$ cat config.mk
export PLATFORM = sky130hd
export DESIGN_NAME = dual_dac_loader
export DESIGN_NICKNAME = d
export VERILOG_FILES = /design/src/rtl/dual_dac_loader.sv
export SDC_FILE = /design/constraint.sdc
export NUM_CORES = 1
export LEC_CHECK = 0
export CORE_MARGIN = 5
export CORE_UTILIZATION = 56
export CTS_CLUSTER_SIZE = 28
export DETAILED_ROUTE_END_ITERATION = 10
export PLACE_DENSITY = 0.84
export REMOVE_ABC_BUFFERS = 1
export SETUP_SLACK_MARGIN = 0.05
export SYNTH_ARGS = -nofsm -noshare
export SYNTH_HDL_FRONTEND = slang
export SYNTH_SLANG_ARGS = --single-unit
export TNS_END_PERCENT = 10
$ cat constraint.sdc
create_clock -name clk -period 3.7 [get_ports clk]
set_input_delay 0.74 -clock clk [delete_from_list [all_inputs] [get_ports clk]]
set_output_delay 0.74 -clock clk [all_outputs]
set_load 0.02 [all_outputs]
$ cat src/rtl/dual_dac_loader.sv
module dual_dac_loader #(
  parameter int WORD_W   = 16,
  parameter int HALF_CYC = 5
) (
  input  logic              clk,
  input  logic              rst_n,
  input  logic              in_valid,
  output logic              in_ready,
  input  logic [WORD_W-1:0] word_a,
  input  logic [WORD_W-1:0] word_b,
  output logic              dac_sclk,
  output logic              dac_sync_n,
  output logic              dac_din_a,
  output logic              dac_din_b,
  output logic              dac_ldac_n
);

  localparam int DW        = (HALF_CYC > 1) ? $clog2(HALF_CYC) : 1;
  localparam int HW        = $clog2(2 * WORD_W);
  localparam int LAST_HALF = 2 * WORD_W - 1;

  typedef enum logic [1:0] {S_IDLE, S_SHIFT, S_GAP, S_LOAD} state_t;

  state_t            state;
  logic [DW-1:0]     div;
  logic [HW-1:0]     half;
  logic [WORD_W-1:0] sh_a, sh_b;
  logic              half_end;

  assign half_end   = (div == DW'(HALF_CYC - 1));
  assign in_ready   = (state == S_IDLE);
  assign dac_sync_n = (state != S_SHIFT);
  assign dac_sclk   = !((state == S_SHIFT) && half[0]);
  assign dac_ldac_n = (state != S_LOAD);
  assign dac_din_a  = sh_a[WORD_W-1];
  assign dac_din_b  = sh_b[WORD_W-1];

  always_ff @(posedge clk or negedge rst_n) begin
    if (!rst_n) begin
      state <= S_IDLE;
      div   <= '0;
      half  <= '0;
      sh_a  <= '0;
      sh_b  <= '0;
    end else begin
      if (state == S_IDLE) begin
        div  <= '0;
        half <= '0;
        if (in_valid) begin
          sh_a  <= word_a;
          sh_b  <= word_b;
          state <= S_SHIFT;
        end
      end else begin
        div <= half_end ? '0 : div + 1'b1;
        if (half_end) begin
          case (state)
            S_SHIFT: begin
              if (half[0]) begin
                sh_a <= sh_a << 1;
                sh_b <= sh_b << 1;
              end
              if (half == HW'(LAST_HALF)) begin
                half  <= '0;
                state <= S_GAP;
              end else begin
                half <= half + 1'b1;
              end
            end
            S_GAP: begin
              if (half[0]) begin
                half  <= '0;
                state <= S_LOAD;
              end else begin
                half <= half + 1'b1;
              end
            end
            default: begin
              if (half[0]) begin
                half  <= '0;
                state <= S_IDLE;
              end else begin
                half <= half + 1'b1;
              end
            end
          endcase
        end
      end
    end
  end

  AST_BUSY_AFTER_ACCEPT: assert property (@(posedge clk) disable iff (!rst_n)
    (in_valid && in_ready) |=> !in_ready);
  AST_FRAME_STARTS_ON_ACCEPT: assert property (@(posedge clk) disable iff (!rst_n)
    $fell(dac_sync_n) |-> $past(in_valid && in_ready));
  AST_SCLK_HIGH_OUTSIDE_FRAME: assert property (@(posedge clk) disable iff (!rst_n)
    dac_sync_n |-> dac_sclk);
  AST_DATA_STABLE_AT_SAMPLE: assert property (@(posedge clk) disable iff (!rst_n)
    $fell(dac_sclk) |-> ($stable(dac_din_a) && $stable(dac_din_b)));
  AST_LOAD_OUTSIDE_FRAME: assert property (@(posedge clk) disable iff (!rst_n)
    !dac_ldac_n |-> (dac_sync_n && dac_sclk));
  AST_LOAD_FOLLOWS_GAP: assert property (@(posedge clk) disable iff (!rst_n)
    $fell(dac_ldac_n) |-> $past(dac_sync_n));
  AST_READY_AFTER_LOAD: assert property (@(posedge clk) disable iff (!rst_n)
    $rose(dac_ldac_n) |-> in_ready);
  AST_DATA_LOW_IDLE: assert property (@(posedge clk) disable iff (!rst_n)
    dac_sync_n |-> (!dac_din_a && !dac_din_b));

endmodule

* After elaboration in Yosys (flattened, before gate mapping)
Index checks and enable logic that the tools add are counted.
** Storage, ports and cells
- Register bits :: 42
- Bits of input ports :: 35
- Output and inout bits :: 6
** Cells by class
- $add $sub $neg :: 2
- Equal/unequal tests :: 9
- Mux-type cells :: 24
- Reductions and logical operators :: 9
** Operator list (number)
- $mux W16 :: 10
- $mux W5 :: 5
- $mux W2 :: 6
- $mux W3 :: 2
- $reduce_bool A2 Y1 :: 3
- $add A5 B1 Y5 const B :: 1
- $eq A5 B5 Y1 const B :: 1
- $reduce_and A5 Y1 :: 1
- $ne A2 B2 Y1 const B :: 2
- $pmux W2 S2 :: 1
- $reduce_and A4 Y1 :: 1
- $add A3 B1 Y3 const B :: 1
- $eq A3 B3 Y1 const B :: 1
- $ne A3 B2 Y1 const B :: 1
- $ne A3 B3 Y1 const B :: 1
- $reduce_bool A3 Y1 :: 1
- $eq A2 B1 Y1 const B :: 1
- $eq A2 B2 Y1 const B :: 1
- $logic_not A2 Y1 :: 1
- $ne A2 B1 Y1 const B :: 1
- $logic_and A1 B1 Y1 :: 1
- $logic_not A1 Y1 :: 1

* Longest topological paths before layout
- Word-level depth :: 5
- Gate-level depth with buffers :: 7
- Gate-level depth less buffers :: 6

* Worst setup path before layout
OpenSTA, ideal clock, no wires.
- Kind :: reg2reg
- From :: register state[0]
- To :: register sh_a[1]
- Library setup time :: 0.125 ns
- Arrival time :: 1.704 ns
- Required time :: 3.575 ns
- Setup slack :: 1.871 ns
- Stages on the path, launching flop included :: 7
- Buffers on the path :: 1
- Clock period less this slack :: 1.829 ns
- Cell sequence :: dfrtp_1 inv_1 ha_1 nand3b_1 o21ai_4 buf_6 mux2_2
** Between the ends
- Longest elaborated chain between the ends :: 3
- Elaborated cells between the ends (all ways) :: 8
- Those cells by class :: 2 x eq/ne; 1 x mux; 5 x reduce/logical
** Ends and longest elaborated chain
- from (decl) :: line 24 : state_t state;
- from (signal assigned) :: line 40 : state <= S_IDLE;
- from (signal assigned) :: line 52 : state <= S_SHIFT;
- from (signal assigned) :: line 65 : state <= S_GAP;
- $logic_not A2 Y1 (*)
- via in_ready :: line 8 : output logic in_ready,
- $ne A2 B2 Y1 (no source line) / $reduce_bool A2 Y1 (equally long branches)
- $reduce_and A4 Y1 (no source line)
- to (signal assigned) :: line 50 : sh_a <= word_a;
- to (signal assigned) :: line 60 : sh_a <= sh_a << 1;
- to (decl) :: line 27 : logic [WORD_W-1:0] sh_a, sh_b;
The timed path passes the listed nets; every way through them passes the cells marked *.
A chain may end at the register's enable or synchronous reset.

* Worst setup path in the final report
- From :: register state[1]
- To :: output dac_sclk
** Between the ends
- Longest elaborated chain between the ends :: 3
** Ends and longest elaborated chain
- $eq A2 B1 Y1 :: line 33 : assign dac_sclk = !((state == S_SHIFT) && half[0]);
- $logic_and A1 B1 Y1 :: line 33
- $logic_not A1 Y1 :: line 33
- to (decl) :: line 11 : output logic dac_sclk,
No other way between the ends.

==> out/qor.txt <==
Status - complete, no violations
Yosys warning count - 0
Setup slack, reg-to-reg - 1.35 ns
Register share of total power - 54.4%
Final Instance Count excl. Fillers - 271
Leak pwr - 1.361 nW
Max-slew violations - 0
Overflow after GRT - 0
Max FO, Critical Path - 8
Slew at the pin with the worst max-slew slack - 0.9489 ns
Synth Register Bits - 42
Crit end category - primary output
Clock latency on the worst-skew pair - 0.29 ns
Final Critical Period - 2.564 ns
Initial DRC count - 61
DR WL/cell - 15.79 um
Clock skew - 0.007397 ns
Clock power frac - 40.2%
Clock Tree Root - clkbuf_8
Clk sinks - 42
Die height - 73.45 um
TritonRoute pass-1 iters - 4
CP Class - flip-flop to primary output
Placeable Area - 3943 um2
Post-synth EDFFs - 0
Hold Buf Count CTS - 0
Max Clk Rate - 390.0 MHz
CTS tree - built
Post-Syn Instances - 180
Vias in the first global route - 1730
Port bufs - 40
Max VDD drop - 0.2251 mV
Die area - 5395 um2
HP Class - flip-flop to flip-flop
Combinational share of power - 5.3%
Setup TNS - 0 ns
Register area share after synthesis - 46.61%
P_sw - 165.0 uW
Deepest clock path buffer count - 2
First-pass GRT wire length - 7348 um
Crit path DAT - 1.82 ns
Detailed-route DRC error count - 0
Slew Limit Headroom - 36.50%
H-tree Lvls - 2
Synth unique cells - 30
CTS resizes - 0
Number of I/O pins - 41
Ys flop type - dfrtp_1
Final Hold Viols - 0
Post-synth ARST share - 100.0%
Diode count - 0
Worst path required time - 2.96 ns
Post-CTS Setup Bufs - 0
Post-Syn Area - 2255 um2
Setup violators final - 0
Row count - 23
Initial Utilization - 57.19%
Syn avg cell area - 12.53 um2
Synthesis-to-layout area growth - 22.20%
Power Internal - 677.7 uW
Vias per std cell - 5.579
Total track usage - 17.54%
Vias - 1512
Critical Path Start Type - flip-flop
Switching Fraction - 19.58%
Largest net degree at the start of global routing - 49
RSZ-0062 raised after global routing - no
# placed instances - 263
Initial antenna violation count - 0
Fraction of layout cells with a size suffix above 1 - 32.13%
Reg clk slew, reported paths - 0.07 ns
Detail Placement HPWL - 3067 um
P per Cell Area - 305.9 nW/um2
Post-route ant nets - 0
RD Place Congestion - 0.7982
TritonCTS Buffers - 5
Max cap viols - 0
Post-route clock period utilization - 69.30%
Die width - 73.45 um
NumNets Final - 264
WL final - 4280 um
-- metal layers --
metal	routed length [um]	track usage (%)	share of wire (%)
met4	95	8.249	2.2
met3	159	3.146	3.7
met1	1795	20.73	42
met2	2229	30.61	52
met5	0	0	0
-- cells in the mapped netlist, types with 2 or more instances --
master    instances  area, um2
inv_1            10      37.54
o211ai_1          2      15.01
buf_6             6      67.56
o21ai_0           4      20.02
nand3_1           5      25.02
nor2_1            3      11.26
mux2i_1           2      20.02
nor2b_1           3      18.77
mux2_1            2      22.52
buf_2             2      10.01
nand2b_1          2      12.51
nor3_1            2      10.01
a21oi_1           4      20.02
dfrtp_1          42       1051
mux2_2           57      641.9
nand2_1          11      41.29
ha_1              9      112.6
nand3b_1          2      15.01
-- final timing paths --
check,end,cells past startpoint,startpoint
min in group asynchronous,state[0],1,rst_n
hold / removal,div[0],1,div[0]
setup reg to reg,sh_b[14],6,state[0]
hold reg to reg,div[0],1,div[0]
max in group asynchronous,sh_b[13],1,rst_n
setup / recovery,dac_sclk,4,state[1]
-- through the flow --
| stage | hold WS (ns) | utilization (%) | cell area (um2) | setup slack (ns) | total power [mW] |
|---|---|---|---|---|---|
| detailed placement | 0.4660 | 67.09 | 2645 | 1.347 | 0.5133 |
| finish | 0.4950 | 69.88 | 2755 | 1.136 | 0.8427 |
| global route | 0.5277 | 69.88 | 2755 | 1.053 | 0.8691 |
| floorplan | 0.4375 | - | 2177 | 0.8436 | 0.4683 |
| global placement | 0.4491 | 67.09 | 2645 | 1.393 | 0.5121 |
| CTS | 0.4919 | 69.88 | 2755 | 1.136 | 0.8512 |
-- worst max-delay path, stage by stage (launching register included) --
cell and delay (ns):
dfrtp_1 0.40, inv_1 0.09, ha_1 0.28, nand2_2 0.14, clkdlybuf4s50_1 0.61
-- kinds of logic after synthesis --
family          share of synthesized area, %
simple gates                           7.881
buf+inv                                5.105
mux                                    30.36
compound gates                         5.050
flops                                  46.61
fa+ha+maj                              4.995
-- power by group through the flow --
stage	logic, mW	registers, mW	clock network [mW]
finish	0.0449	0.459	0.339
global route	0.0492	0.459	0.361
CTS	0.0458	0.459	0.347
detailed placement	0.0455	0.468	0
global placement	0.0444	0.468	0
floorplan	0.000458	0.468	0
-- registers in the layout, indices dropped and copies added (netlist names) --
register / flops
sh_a: 16
div: 3
sh_b: 16
half: 5
state: 2
-- cells in the final DEF, fill, tap and decap left out, drive strengths merged, types with 2 or more instances in the layout --
cell type      count
mux2i              2
nor2b              3
clkdlybuf4s50     39
clkbuf             8
ha                 9
o21ai              5
nor3               2
dfrtp             42
buf                2
nor2               3
nand2             12
nand3b             2
o211ai             2
inv               10
a21oi              4
nand3              5
mux2              59
nand2b             2
-- layout make-up --
| type | instances | area (um2) |
|---|---|---|
| fillers | 278 | 1187 |
| inverters | 10 | 37.54 |
| clock buffers | 8 | 110.1 |
| well taps | 50 | 62.56 |
| repair buffers | 41 | 402.9 |
| flip-flops and latches | 42 | 1051 |
| multi-input cells | 120 | 1091 |
(Power assumes the default switching activity.)
